<file path="src/rtl/wu_guard_pkg.sv">
// Package: shared command type and default thresholds for the work-unit
// command guard. Assumes one command kind bit: restart or finish.
package wu_guard_pkg;

    typedef enum logic {
        CMD_RESTART = 1'b0,
        CMD_FINISH  = 1'b1
    } wu_cmd_e;

    // Grants needed when the previous unit was not finish-terminated.
    localparam int unsigned STRICT_MIN_DEF = 5;
    // Grants needed after a finish-terminated unit.
    localparam int unsigned RELAX_MIN_DEF  = 1;

endpackage

</file>
<file path="src/rtl/wu_grant_tally.sv">
// Module: wu_grant_tally
// Counts the data grants in the current work unit and saturates at MAX_CNT.
// Assumes new_unit marks an issued command. A grant in that same cycle
// belongs to the new unit. unit_end marks a natural end of the unit.
module wu_grant_tally #(
    parameter int unsigned MAX_CNT = 5,
    localparam int unsigned CW = $clog2(MAX_CNT + 1)
) (
    input  logic          clk,
    input  logic          rst_n,
    input  logic          grant,
    input  logic          new_unit,
    input  logic          unit_end,
    output logic [CW-1:0] cnt
);

    // Per-unit grant count with restart, clear and saturation.
    always_ff @(posedge clk) begin
        if (!rst_n) begin
            cnt <= '0;
        end else if (unit_end) begin
            cnt <= '0;
        end else if (new_unit) begin
            cnt <= grant ? CW'(1) : '0;
        end else if (grant && (cnt != CW'(MAX_CNT))) begin
            cnt <= cnt + CW'(1);
        end
    end

    AST_TALLY_SAT: assert property (@(posedge clk) disable iff (!rst_n)
        cnt <= CW'(MAX_CNT));
    AST_TALLY_RESTART: assert property (@(posedge clk) disable iff (!rst_n)
        (new_unit && !unit_end) |=> (cnt == ($past(grant) ? CW'(1) : CW'(0))));
    AST_TALLY_END: assert property (@(posedge clk) disable iff (!rst_n)
        unit_end |=> (cnt == '0));

endmodule

</file>
<file path="src/rtl/wu_geom_track.sv">
// Module: wu_geom_track
// Follows the row and column position inside a work unit. It flags the grant
// that completes X*Y items. A programmed count of zero stands for 2^XY_W.
// Assumes the counts change only between work units.
module wu_geom_track #(
    parameter int unsigned XY_W = 16,
    localparam int unsigned LW = XY_W + 1
) (
    input  logic            clk,
    input  logic            rst_n,
    input  logic            grant,
    input  logic            new_unit,
    input  logic [XY_W-1:0] x_count,
    input  logic [XY_W-1:0] y_count,
    output logic            unit_end
);

    logic [LW-1:0] x_lim, y_lim;
    logic [LW-1:0] x_idx, y_idx;
    logic [LW-1:0] x_base, y_base;
    logic [LW-1:0] x_nxt, y_nxt;
    logic          x_last, y_last;

    // Effective limits: zero selects the largest count.
    always_comb begin
        x_lim = (x_count == '0) ? {1'b1, {XY_W{1'b0}}} : {1'b0, x_count};
        y_lim = (y_count == '0) ? {1'b1, {XY_W{1'b0}}} : {1'b0, y_count};
    end

    // Position the grant applies to: an issued command restarts at zero.
    always_comb begin
        x_base   = new_unit ? '0 : x_idx;
        y_base   = new_unit ? '0 : y_idx;
        x_last   = (x_base == x_lim - LW'(1));
        y_last   = (y_base == y_lim - LW'(1));
        unit_end = grant && x_last && y_last;
    end

    // Next position after this cycle's grant, wrapping at row and unit end.
    always_comb begin
        x_nxt = x_base;
        y_nxt = y_base;
        if (grant) begin
            if (x_last) begin
                x_nxt = '0;
                y_nxt = y_last ? '0 : y_base + LW'(1);
            end else begin
                x_nxt = x_base + LW'(1);
            end
        end
    end

    // Position registers.
    always_ff @(posedge clk) begin
        if (!rst_n) begin
            x_idx <= '0;
            y_idx <= '0;
        end else begin
            x_idx <= x_nxt;
            y_idx <= y_nxt;
        end
    end

    AST_END_NEEDS_GRANT: assert property (@(posedge clk) disable iff (!rst_n)
        unit_end |-> grant);
    AST_END_WRAPS: assert property (@(posedge clk) disable iff (!rst_n)
        unit_end |=> (x_idx == '0 && y_idx == '0));
    AST_NEW_UNIT_ZERO: assert property (@(posedge clk) disable iff (!rst_n)
        (new_unit && !grant) |=> (x_idx == '0 && y_idx == '0));

endmodule

</file>
<file path="src/rtl/wu_cmd_gate.sv">
// Module: wu_cmd_gate
// Holds a command request until the grant count proves the previous unit
// has drained, then issues it once. Remembers whether the last unit ended
// by a finish. Assumes cnt comes from wu_grant_tally, registered.
module wu_cmd_gate
    import wu_guard_pkg::*;
#(
    parameter int unsigned STRICT_MIN = 5,
    parameter int unsigned RELAX_MIN  = 1,
    parameter int unsigned CW         = 3
) (
    input  logic          clk,
    input  logic          rst_n,
    input  logic          mem_wr,
    input  logic          req_valid,
    input  wu_cmd_e       req_kind,
    input  logic [CW-1:0] cnt,
    input  logic          unit_end,
    output logic          issue_valid,
    output wu_cmd_e       issue_kind,
    output logic          busy
);

    logic    pend;
    wu_cmd_e pend_kind;
    logic    fin_flag;
    logic    allowed;
    logic    new_req;

    // Safety test and choice between a held request and a new one.
    always_comb begin
        allowed     = (cnt >= CW'(STRICT_MIN)) || (fin_flag && (cnt >= CW'(RELAX_MIN)));
        new_req     = req_valid && mem_wr && !pend;
        issue_kind  = pend ? pend_kind : req_kind;
        issue_valid = (pend || new_req) && allowed;
        busy        = pend;
    end

    // Pending request register.
    always_ff @(posedge clk) begin
        if (!rst_n) begin
            pend      <= 1'b0;
            pend_kind <= CMD_RESTART;
        end else if (issue_valid) begin
            pend <= 1'b0;
        end else if (new_req) begin
            pend      <= 1'b1;
            pend_kind <= req_kind;
        end
    end

    // Memory of how the previous work unit ended.
    always_ff @(posedge clk) begin
        if (!rst_n) begin
            fin_flag <= 1'b0;
        end else if (unit_end) begin
            fin_flag <= 1'b0;
        end else if (issue_valid) begin
            fin_flag <= (issue_kind == CMD_FINISH);
        end
    end

    AST_STRICT_RULE: assert property (@(posedge clk) disable iff (!rst_n)
        (issue_valid && !fin_flag) |-> (cnt >= CW'(STRICT_MIN)));
    AST_RELAX_RULE: assert property (@(posedge clk) disable iff (!rst_n)
        issue_valid |-> (cnt >= CW'(RELAX_MIN)));
    AST_FIN_REMEMBERED: assert property (@(posedge clk) disable iff (!rst_n)
        (issue_valid && issue_kind == CMD_FINISH && !unit_end) |=> fin_flag);
    AST_PEND_HOLDS: assert property (@(posedge clk) disable iff (!rst_n)
        (busy && !issue_valid) |=> (busy && $stable(issue_kind)));
    AST_ONE_ISSUE: assert property (@(posedge clk) disable iff (!rst_n)
        issue_valid |=> !busy);
    AST_WRITE_ONLY: assert property (@(posedge clk) disable iff (!rst_n)
        (!mem_wr && !busy) |-> !issue_valid);
    AST_RESTART_CLEARS: assert property (@(posedge clk) disable iff (!rst_n)
        (issue_valid && issue_kind == CMD_RESTART) |=> !fin_flag);

endmodule

</file>
<file path="src/rtl/wu_cmd_guard.sv">
// Module: wu_cmd_guard (top)
// Guards restart/finish commands from a peripheral to a memory-write DMA
// channel. Assumes one grant per cycle at most and counts that change only
// between work units. Reset is synchronous, active low.
module wu_cmd_guard
    import wu_guard_pkg::*;
#(
    parameter int unsigned XY_W       = 16,
    parameter int unsigned STRICT_MIN = STRICT_MIN_DEF,
    parameter int unsigned RELAX_MIN  = RELAX_MIN_DEF,
    localparam int unsigned CW = $clog2(STRICT_MIN + 1)
) (
    input  logic            clk,
    input  logic            rst_n,
    input  logic            chan_mem_wr,
    input  logic            grant,
    input  logic            req_valid,
    input  logic            req_kind,
    input  logic [XY_W-1:0] x_count,
    input  logic [XY_W-1:0] y_count,
    output logic            issue_valid,
    output logic            issue_kind,
    output logic            busy,
    output logic            unit_end
);

    logic [CW-1:0] cnt;
    wu_cmd_e       kind_out;

    wu_grant_tally #(.MAX_CNT(STRICT_MIN)) u_tally (
        .clk      (clk),
        .rst_n    (rst_n),
        .grant    (grant),
        .new_unit (issue_valid),
        .unit_end (unit_end),
        .cnt      (cnt)
    );

    wu_geom_track #(.XY_W(XY_W)) u_geom (
        .clk      (clk),
        .rst_n    (rst_n),
        .grant    (grant),
        .new_unit (issue_valid),
        .x_count  (x_count),
        .y_count  (y_count),
        .unit_end (unit_end)
    );

    wu_cmd_gate #(
        .STRICT_MIN (STRICT_MIN),
        .RELAX_MIN  (RELAX_MIN),
        .CW         (CW)
    ) u_gate (
        .clk         (clk),
        .rst_n       (rst_n),
        .mem_wr      (chan_mem_wr),
        .req_valid   (req_valid),
        .req_kind    (wu_cmd_e'(req_kind)),
        .cnt         (cnt),
        .unit_end    (unit_end),
        .issue_valid (issue_valid),
        .issue_kind  (kind_out),
        .busy        (busy)
    );

    assign issue_kind = logic'(kind_out);

    AST_RESET_QUIET: assert property (@(posedge clk)
        !rst_n |=> (!busy && cnt == '0));

endmodule

</file>
<file path="config.mk">
export PLATFORM = sky130hd
export DESIGN_NAME = wu_cmd_guard
export DESIGN_NICKNAME = d
export VERILOG_FILES = /design/src/rtl/wu_guard_pkg.sv /design/src/rtl/wu_grant_tally.sv /design/src/rtl/wu_geom_track.sv /design/src/rtl/wu_cmd_gate.sv /design/src/rtl/wu_cmd_guard.sv
export SDC_FILE = /design/constraint.sdc
export NUM_CORES = 1
export LEC_CHECK = 0
export BUFFER_PORTS_ARGS = -buffer_cell sky130_fd_sc_hd__buf_2
export CAP_MARGIN = 20
export CORE_MARGIN = 3
export CORE_UTILIZATION = 60
export DETAILED_ROUTE_END_ITERATION = 10
export GPL_TIMING_DRIVEN = 0
export PLACE_DENSITY = 0.82
export SYNTH_ARGS = -nofsm -noshare
export SYNTH_HDL_FRONTEND = slang
export SYNTH_SLANG_ARGS = --single-unit
</file>
<file path="constraint.sdc">
create_clock -name clk -period 7.2 [get_ports clk]
set_input_delay 1.08 -clock clk [delete_from_list [all_inputs] [get_ports clk]]
set_output_delay 1.08 -clock clk [all_outputs]
set_load 0.05 [all_outputs]
</file>
==> results of run 1 <==
[where the power goes]
part / internal [mW] / switching, mW / leakage (nW)
registers: 0.224 / 0.00260 / 0.323
clock network: 0.0765 / 0.0771 / 0.0510
logic: 0.0400 / 0.0660 / 1.07
total: 0.340 / 0.146 / 1.44
[layout by cell type, fill, tap and decap left out, drive strengths merged, types with 5 or more instances in the layout]
| cell type | synthesis | routed |
|---|---|---|
| buf | 10 | 47 |
| ha | 8 | 8 |
| nand3 | 23 | 23 |
| a21oi | 26 | 26 |
| inv | 19 | 19 |
| nor3b | 5 | 5 |
| nand3b | 5 | 5 |
| or2 | 6 | 6 |
| nand4 | 15 | 15 |
| xnor2 | 24 | 24 |
| nor4 | 10 | 10 |
| dfxtp | 40 | 40 |
| nor2 | 40 | 40 |
| o31ai | 25 | 25 |
| o21ai | 15 | 15 |
| a31oi | 11 | 11 |
| or4 | 18 | 18 |
| clkbuf | 19 | 25 |
| o21a | 5 | 5 |
| xor2 | 26 | 26 |
| and2 | 5 | 5 |
| nand2 | 34 | 34 |
| nor3 | 28 | 28 |
| nand2b | 9 | 9 |
| or3 | 9 | 9 |
| and3 | 9 | 9 |
[critical path, cell delays in order]
cell	delay, ps
buf_2	120
inv_1	80
ha_1	230
or3b_2	520
or2_1	260
buf_6	140
nor4b_4	220
xnor2_1	100
or4_4	560
nor4b_1	670
nand4_1	360
inv_1	140
buf_2	270
[per-stage QoR]
stage,worst slack (ps),cells,power (mW),hold slack [ps],area (um2)
2_1_floorplan,2130,510,0.300,457,3850
3_3_place_gp,1500,622,0.331,483,4130
3_5_place_dp,1470,622,0.335,494,4130
4_1_cts,1460,630,0.487,506,4220
5_1_grt,1220,630,0.505,542,4220
6_report,1360,630,0.486,515,4220
[layer usage]
metal,global-route usage,share of wire,vias up
li1,-,-,2011
met1,0.444,0.44,1963
met2,0.441,0.44,261
met3,0.0451,0.11,30
met4,0.0906,0.018,0
met5,0,0,-
[cell type report]
type,count,share of cell area
buffer,29,0.0359
clock buffer,6,0.0196
tap,75,0.0222
timing repair buffer,37,0.0439
sequential,40,0.190
multi-input combinational,422,0.670
inverter,19,0.0169
clock inverter,2,0.00237
[cell families (layout without fill, tap and decap cells)]
kind of cell	count (synthesis)	in the layout	share of synthesized area
compound gates	121	121	0.217
buf+inv	48	93	0.0578
simple gates	236	236	0.350
mux	5	5	0.0136
xor+xnor	52	52	0.127
flops	40	40	0.208
fa+ha+maj	8	8	0.0260
[registers in the layout, indices dropped and copies added, names as in the netlist]
signal,cells
u_gate.busy,1
u_gate.pend_kind,1
u_gate.fin_flag,1
u_tally.cnt,3
u_geom.y_idx,17
u_geom.x_idx,17
[path summary, 6_finish.rpt]
kind | cells after the start | startpoint | end | slack [ps]
worst min-delay path | 2 | u_geom.y_idx[12] | u_geom.y_idx[12] | 510
worst max register to register | 13 | u_tally.cnt[1] | u_geom.y_idx[9] | 2780
worst max-delay path | 13 | x_count[0] | unit_end | 1360
worst min register to register | 2 | u_geom.y_idx[12] | u_geom.y_idx[12] | 510
==> results.md, run 1 <==
- In the final layout, flip-flops and latches occupy 801 um2.
- Once the clock tree was built, the setup fixing pass inserted 0 buffers.
- The top-level port count is 42.
- The worst setup path is launched from a primary input.
- Synthesis inferred 40 register bits.
- The via count of the first global-routing pass is 3738.
- In this run the worst path has a maximum fanout of 5.
- The insertion delay to the later sink of the worst-skew pair is 290 ps.
- The initial utilization of the core area, before any placement, comes to 0.635.
- The maximum number of pins on one net before global-route repair is 13.
- Setup repair after global routing left no endpoint under its margin.
- Summed over all cells, the static leakage comes to 1.44 nW.
- The CTS root buffer is clkbuf_8.
- The netlist area before placement is 3850 um2.
- The global-route wire length before repair is 18100 um.
- In this run the tool buffered the top-level ports with 37 buffer cells.
- At the pin with the least slew margin, the transition time is 912 ps.
- The die is 86.1 um tall.
- The number of detailed-route iterations in the first pass is 7.
- In this run the tightest slew margin relative to its limit is 0.389.
- STA puts the critical path data required time at 6120 ps.
- The layout net count is 600.
- The count of filler cells inserted in the layout is 541.
- The clock net in this run drives a total of 40 sinks.
- The number of levels the H-tree was split into is 2.
- The multi-input combinational cells in the finished layout cover a total of 2830 um2.
- The number of antenna cells inserted is 0.
- The overall die area is 7410 um2.
- In the synthesized netlist, the cells that appear most often are 40 x dfxtp_1, 40 x nor2_1, 34 x nand2_1, 28 x nor3_1.
- The TritonCTS clock tree is yes.
- The via-per-instance ratio is 6.77.
- Wires add up to 11100 um.
- In this run the worst hold path is classified as flip-flop to flip-flop.
- The synthesis-to-finish area growth is 9.65%.
- In this run the power density over the cells is 115 nW/um2.
- After clock tree synthesis, the clock-pin slew on the worst setup and hold paths is 70 ps.
- The final worst clock skew is 10.3 ps.
- The count of pins over their slew limit came to 0.
- The number of design-rule violations left by the first detailed-router iteration is 419.
- The average wire per standard cell is 17.6 um.
- By area the synthesized netlist is led by dfxtp_1 21%, xor2_1 5.9%, xnor2_1 5.5%.
- The fraction of final layout cells with drive strength greater than 1 is 0.139.
- The initial antenna violation count was 0.
- The largest total area in the synthesized netlist belongs to dfxtp_1.
- In the synthesized netlist the async set-or-reset flop fraction comes to 0.
- The flow ran to the end, and the final reports show no timing, DRC or antenna violations.
- Max-cap violations in this run came to 0.
- The horizontal die dimension is 86.1 um.
- Detailed placement ended at an HPWL of 8390 um.
- The data arrival time of the critical path is 4760 ps.
- Counting every net in the synthesized netlist gives 556.
- IR analysis of the VDD net gives a maximum drop of 0.131 mV.
- After detailed routing, the number of remaining DRC violations is 0.
- The detailed router placed 4265 vias in this run.
- The number of setup violations in the final report is 0.
- The sequential element share of the synthesized area is 0.208.
- STA classifies the critical path endpoint as a primary output.
- The number of clock buffers inserted by TritonCTS is 5.
- The number of endpoints with negative hold slack in the final report is 0.
- Of the available clock period, the critical path in the final layout requires 0.811.
- For this run, the number of Yosys warnings is 0.
- The worst path needs 5840 ps of the cycle, external delays included.
- The classification of the worst setup path is primary input to primary output.
- The number of enable flip-flop cells after synthesis is 0.
- The average footprint of a synthesized cell is 7.55 um2.
- Yosys mapped the design onto 73 distinct sky130hd cell types.
- The hold buffer count at CTS is 0.
- For this run, the total global-route usage over all layers was measured as 0.299.
- The cell row count is 28.
- The sum of overflow across all layers after global routing is 0.
- The most instantiated flip-flop cell in the synthesis netlist is dfxtp_1.
- Of the post-synthesis cell area, the dominant cell type holds 0.208.
- The achievable clock frequency is 0.171 GHz.
- Once layout is complete, the utilization of the core stands at 0.697.
- The buffer levels on the longest clock path is 2.
- The number of nets still failing antenna checks after routing is 0.
- The setup TNS after final layout is 0 ps.
- Post-CTS repair changed the size of 0 cells.
- Routability-driven placement finished with a final weighted congestion of 0.920.
- The core region area is 6060 um2.
- The number of instances in the synthesized netlist is 510.
No activity file was read; power rests on OpenSTA's default activity.
==> inputs of run 2 (changes only) <==
--- a/config.mk
+++ b/config.mk
@@ -8,10 +8,10 @@
 export BUFFER_PORTS_ARGS = -buffer_cell sky130_fd_sc_hd__buf_2
 export CAP_MARGIN = 20
 export CORE_MARGIN = 3
-export CORE_UTILIZATION = 60
+export CORE_UTILIZATION = 54
 export DETAILED_ROUTE_END_ITERATION = 10
 export GPL_TIMING_DRIVEN = 0
-export PLACE_DENSITY = 0.82
+export PLACE_DENSITY = 0.78
 export SYNTH_ARGS = -nofsm -noshare
 export SYNTH_HDL_FRONTEND = slang
 export SYNTH_SLANG_ARGS = --single-unit
==> constraint.sdc (replaced) <==
create_clock -name clk -period 5 [get_ports clk]
set_input_delay 0.75 -clock clk [delete_from_list [all_inputs] [get_ports clk]]
set_output_delay 0.75 -clock clk [all_outputs]
set_load 0.05 [all_outputs]
==> run 2 against run 1 <==
Clock power up 69%. Sequential cell count did not move. Sequential share of layout area decreased by 0.33 points. Power rose by 52%. Via count shrank 1.2%. Setup slack lost 1200 ps. Wire length grew 1.0%. Register-to-register slack got worse by 1800 ps. Core utilization shrank 7.1 points. Critical endpoint unchanged.
==> results.md, run 2 (same netlist as run 1, synthesis figures left out) <==
- The run finished with clean final reports.
- The worst setup slack before clock tree synthesis is -66.2 ps (-1530 ps).
- The via-per-instance ratio is 6.47 (-4.4%).
- The number of clock buffers inserted by TritonCTS came to 5 (unchanged).
- The global-route wire length before repair is 18300 um (+1.2%).
- The worst reg-to-reg setup slack is 960 ps (-1820 ps).
- The clock transition at the registers of the reported paths is 80 ps (about the same).
- The setup TNS after final layout is 0 ps (unchanged).
- The count of pins over their slew limit was 0 (unchanged).
- The buffer levels on the longest clock path is 2 (unchanged).
- The final RePlAce weighted congestion came to 0.942 (+2.4%).
- The number of levels the H-tree was split into was 2 (unchanged).
- The final worst clock skew is 6.35 ps (-3.97 ps).
- Setup repair after global routing left no endpoint under its margin.
- Timing would allow up to 0.208 GHz.
- The TritonCTS clock tree is yes.
- The classification of the worst setup path is primary input to primary output.
- The average wire per standard cell is 17.2 um (-2.2%).
- The quantity of gates resized following cts is 1 (+1).
- The count of unresolved DRC violations after routing is 0 (unchanged).
- The startpoint type of the worst setup path is a primary input.
- For the finished layout, the period the worst path requires is 4810 ps.
- The standby leakage power is 1.46 nW (+0.98%).
- The hold buffer count at CTS is 0 (unchanged).
- The half-perimeter wire length after detailed placement is 8550 um (+1.9%).
- The internal power summed over all cells is 529 uW (+55%).
- The total clock sinks is 40 (unchanged).
- The sum of overflow across all layers after global routing was 0 (unchanged).
- The top-level port count is 42 (unchanged).
- The peak ir drop on the vdd network is 0.182 mV (+39%).
- The cell row count is 30 (+7.1%).
- The overall die area was 8180 um2 (+10%).
- The switching share of power is 0.286 (-0.0137).
- The horizontal die dimension is 90.4 um (+5.0%).
- The via count of the first global-routing pass is 3783 (+1.2%).
- The count of input and output buffers was 37 (unchanged).
- The fraction of final layout cells with drive strength greater than 1 is 0.144 (+0.00541).
- The share of the clock period used by the worst path after layout is 0.963.
- STA classifies the critical path endpoint as a primary output.
- The transition time at the pin with the least slew margin was 906 ps (-5.06 ps).
- The highest fanout seen on the critical path was 8 (+3).
- The number of setup violations in the final report is 0 (unchanged).
- The core region area is 6870 um2 (+13%).
- The max-slew headroom at the worst pin came to 0.391 (+0.00187).
- The share of total power in sequential cells is 0.441 (-0.025).
- The critical path required time came to 4250 ps (-1870 ps).
- The CTS root buffer is clkbuf_8.
- The number of nets still failing antenna checks after routing is 0 (unchanged).
- Relative to the synthesized area, the layout overhead comes to 11.6%.
- The number of design-rule violations left by the first detailed-router iteration is 274 (-35%).
- The max-cap violation count came to 0 (unchanged).
- The maximum number of pins on one net before global-route repair is 13 (unchanged).
- The number of endpoints with negative hold slack in the final report came to 0 (unchanged).
- The insertion delay to the later sink of the worst-skew pair is 290 ps (about the same).
- The top cell types in the final layout, fill and taps aside, are 40 x nor2_1, 40 x dfxtp_1, 38 x buf_2.
- The starting utilization of the core area is 0.560 (-0.0747).
- The largest registers in the layout are u_geom.x_idx: 17 flops, u_geom.y_idx: 17 flops, u_tally.cnt: 3 flops.
- The initial antenna violation count is 0 (unchanged).
- The clock share of power came to 0.351 (+0.035).
- The layout net count is 600 (unchanged).
- The final wirelength was 11200 um (+1.0%).
- The utilization after layout is 0.625 (-0.0712).
- The number of post-CTS setup repair buffers came to 0 (unchanged).
- The power share of the combinational group is 0.208 (-0.010).
- The number of antenna cells inserted is 0 (unchanged).
- The via count is 4213 (-1.2%).
- The kind of path behind the tightest hold check is flip-flop to flip-flop.
- The global-route usage over all layers is 0.271 (-0.0283).
- The data arrival time of the critical path is 4060 ps (-700 ps).
- The die height is 90.4 um (+5.0%).
- The areal power density over the cells came to 172 nW/um2 (+50%).
- The least setup slack across all paths after layout came to 187 ps (-1170 ps).
- The power dissipated by switching net loads is 212 uW (+45%).
- The number of detailed-route iterations in the first pass came to 5 (-2).
-- run 2: metrics by stage --
step	hold slack, ps	std cells	cell area [um2]	power [mW]
4_1_cts	506	651	4270	0.742
2_1_floorplan	457	510	3850	0.432
5_1_grt	535	651	4300	0.775
3_5_place_dp	497	643	4160	0.482
3_3_place_gp	480	643	4160	0.479
6_report	511	651	4300	0.741
-- run 2: cell type report --
| cell class | instances | area [um2] |
|---|---|---|
| clock buffers | 6 | 72.6 |
| inverters | 19 | 71.3 |
| clock inverters | 2 | 35.0 |
| multi-input cells | 422 | 2860 |
| well taps | 96 | 120 |
| fillers | 649 | 2570 |
| plain buffers | 29 | 151 |
| flip-flops and latches | 40 | 801 |
| repair buffers | 37 | 185 |
-- run 2: path summary, 6_finish.rpt --
| path | from | endpoint | cells after the start |
|---|---|---|---|
| hold reg to reg | u_geom.y_idx[7] | u_geom.y_idx[7] | 2 |
| setup reg to reg | u_tally.cnt[1] | u_geom.x_idx[16] | 14 |
| setup / recovery | y_count[0] | unit_end | 13 |
| hold / removal | u_geom.y_idx[7] | u_geom.y_idx[7] | 2 |
-- run 2: worst max-delay path: stages --
cell and delay [ps]:
buf_2 120, inv_1 80, ha_1 140, clkbuf_1 320, or3b_2 530, or3_1 410
a2111o_1 420, nand3_1 100, o2111ai_1 100, nor4_1 400, nand4_1 310, inv_1 110
buf_2 270
-- run 2: power groups by stage --
| stage | clock [mW] | combinational, mW | sequential, mW |
|---|---|---|---|
| after floorplan | 0 | 0.0977 | 0.335 |
| after global placement | 0 | 0.145 | 0.333 |
| after CTS | 0.266 | 0.150 | 0.326 |
| final | 0.260 | 0.154 | 0.326 |
| after global routing | 0.280 | 0.169 | 0.327 |
| after detailed placement | 0 | 0.149 | 0.334 |
-- run 2: per-layer routing --
layer / GRT usage / part of all wire / wire, um / up-vias
met5: 0 / 0 / 0 / -
met4: 0.0804 / 0.020 / 225 / 0
met3: 0.0408 / 0.097 / 1090 / 25
met2: 0.417 / 0.44 / 4970 / 230
met1: 0.390 / 0.44 / 4920 / 1953
li1: - / - / - / 2005
==> inputs of run 3 (changes only) <==
==> constraint.sdc (replaced) <==
create_clock -name clk -period 5 [get_ports clk]
set_input_delay 1 -clock clk [delete_from_list [all_inputs] [get_ports clk]]
set_output_delay 1 -clock clk [all_outputs]
set_load 0.05 [all_outputs]
==> run 3 against run 2 <==
Clock skew rose by 0.84 ps. Core utilization is 0.95 points higher. Combinational power up 3%. Highest routed layer unchanged. Sequential power about the same. Final cell count up 0.15%.
==> results.md, run 3 (same netlist as run 1, synthesis figures left out) <==
- The post-layout instance area came to 4360 um2 (+1.5%).
- The number of non-filler instances in the completed layout is 652 (+0.15%).
- For this design, the slowest cell found on the critical path is or4_4.
- The transition time at the pin with the least slew margin came to 872 ps (-34.1 ps).
- The via-per-instance ratio came to 6.45 (-0.39%).
- Setup repair after global routing left no endpoint under its margin.
- The achievable clock frequency came to 0.206 GHz (-1.0%).
- The initial antenna violation count is 0 (unchanged).
- TritonCTS built the clock tree.
- The area taken by flip-flops and latches came to 801 um2 (unchanged).
- The insertion delay to the later sink of the worst-skew pair is 290 ps (about the same).
- The highest fanout seen on the critical path is 5 (-3).
- The final worst clock skew was 7.19 ps (+0.838 ps).
- The max-slew headroom at the worst pin is 0.413 (+0.0230).
- The count of input and output buffers was 37 (unchanged).
- The count of pins over their slew limit is 0 (unchanged).
- The number of setup violations in the final report was 0 (unchanged).
- The utilization after layout was 0.635 (+0.00947).
- The share of the clock period used by the worst path after layout is 0.972 (+0.00980).
- The minimum clock period after layout is 4860 ps (+49.0 ps).
- The critical path required time is 4000 ps (-250 ps).
- The number of nets still failing antenna checks after routing was 0 (unchanged).
- The cell area after placement was 4160 um2 (unchanged).
- The total clock sinks is 40 (unchanged).
- The number of endpoints with negative hold slack in the final report is 0 (unchanged).
- The number of placed instances with taps included was 643 (unchanged).
- The number of design-rule violations left by the first detailed-router iteration was 294 (+7.3%).
- The via count is 4203 (-0.24%).
- The number of clock buffers inserted by TritonCTS is 5 (unchanged).
- The maximum number of pins on one net before global-route repair is 13 (unchanged).
- The classification of the worst setup path is primary input to primary output.
- The cell row count is 30 (unchanged).
- The CTS root buffer is clkbuf_8.
- The half-perimeter wire length after detailed placement is 8550 um (unchanged).
- The via count of the first global-routing pass is 3807 (+0.63%).
- The flow ran to the end, and the final reports show no timing, DRC or antenna violations.
- The data arrival time of the critical path is 3860 ps (-200 ps).
- The count of filler cells inserted in the layout is 640 (-1.4%).
- Compared with the post-synthesis result, the final layout area differs by 13.3%.
- The max-cap violation count is 0 (unchanged).
- The fraction of final layout cells with drive strength greater than 1 is 0.155 (+0.0105).
- The final wirelength is 11300 um (+0.70%).
- Walking the worst path, the cells encountered are buf_2 > inv_1 > ha_4 > or3b_4 > or2_1 > buf_6 > nor4b_4 > xnor2_1 > or4_4 > nor4b_4 > nand4_1 > inv_1 > buf_6.
- In the final layout, the registers with the most flip-flops are u_geom.x_idx: 17 flops, u_geom.y_idx: 17 flops, u_tally.cnt: 3 flops.
- The sort of element at the end of the critical path is a primary output.
- The global-route usage over all layers came to 0.271 (+0.000702).
- The count of unresolved DRC violations after routing is 0 (unchanged).
- The footprint of the multi-input gates is 2910 um2 (+1.7%).
- The buffer levels on the longest clock path is 2 (unchanged).
- The kind of path behind the tightest hold check is flip-flop to flip-flop.
- The standby leakage power is 1.47 nW (+1.0%).
- The clock transition at the registers of the reported paths is 80 ps (about the same).
- In the layout the commonest cells are 40 x nor2_1, 40 x dfxtp_1, 37 x buf_2.
- The least setup slack across all paths after layout was 138 ps (-49.0 ps).
- The final RePlAce weighted congestion is 0.942 (unchanged).
- The longest individual stage delay on the worst path is 580 ps (+50 ps).
- The global-route wire length before repair is 18400 um (+0.26%).
- The number of detailed-route iterations in the first pass was 5 (unchanged).
- The starting utilization of the core area is 0.560 (unchanged).
- The top-level port count is 42 (unchanged).
- The layout net count was 601 (+0.17%).
- The number of levels the H-tree was split into is 2 (unchanged).
- The worst setup slack before clock tree synthesis is -566 ps (-500 ps).
- The areal power density over the cells was 171 nW/um2 (-0.64%).
- The number of antenna cells inserted is 0 (unchanged).
- The overall die area is 8180 um2 (unchanged).
- The peak ir drop on the vdd network is 0.184 mV (+0.85%).
- The horizontal die dimension is 90.4 um (unchanged).
- The startpoint type of the worst setup path is a primary input.
- The die height is 90.4 um (unchanged).
- The core region area is 6870 um2 (unchanged).
- The overall power was 747 uW (+0.87%).
- The average wire per standard cell is 17.3 um (+0.54%).
- The sum of overflow across all layers after global routing came to 0 (unchanged).
[run 3: worst paths after layout]
check	to	slack (ps)	from	cells past startpoint
max	unit_end	140	x_count[1]	13
max reg2reg	u_geom.x_idx[3]	940	u_tally.cnt[1]	13
min	u_geom.y_idx[13]	510	u_geom.y_idx[13]	2
min reg2reg	u_geom.y_idx[13]	510	u_geom.y_idx[13]	2
[run 3: area by class of cell]
| cell class | instances | area share |
|---|---|---|
| buffer | 28 | 0.0339 |
| clock buffer | 6 | 0.0166 |
| clock inverter | 2 | 0.00803 |
| inverter | 19 | 0.0164 |
| multi-input combinational | 422 | 0.667 |
| sequential | 40 | 0.184 |
| tap | 96 | 0.0275 |
| timing repair buffer | 39 | 0.0473 |
[run 3: layer usage]
| layer | vias to the layer above | wire length [um] | part of all wire | track usage |
|---|---|---|---|---|
| li1 | 2008 | - | - | - |
| met5 | - | 0 | 0 | 0 |
| met3 | 21 | 925 | 0.082 | 0.0433 |
| met2 | 190 | 5010 | 0.44 | 0.418 |
| met4 | 0 | 217 | 0.019 | 0.0829 |
| met1 | 1984 | 5130 | 0.45 | 0.388 |
[run 3: power breakdown]
part	internal, mW	switching, mW
combinational	0.0609	0.0976
clock	0.148	0.114
sequential	0.322	0.00397
[run 3: repair_timing]
| action | 4_1_cts | 5_1_grt |
|---|---|---|
| resized for setup | 7 | 9 |
| setup endpoints to repair | 1 | 1 |
| hold buffers | 0 | 0 |
| buffers inserted | 2 | 0 |
| pin swaps | 2 | 3 |
[run 3: critical path: cells and delay by family]
kind	cells	cell delay [ps]
simple gates	6	1940
buf+inv	5	640
fa+ha+maj	1	160
xor+xnor	1	110
[run 3: stage by stage]
step | hold slack [ps] | setup TNS, ps
floorplan | 457 | 0
global placement | 480 | -575
detailed placement | 497 | -566
CTS | 506 | 0
global route | 535 | 0
finish | 512 | 0
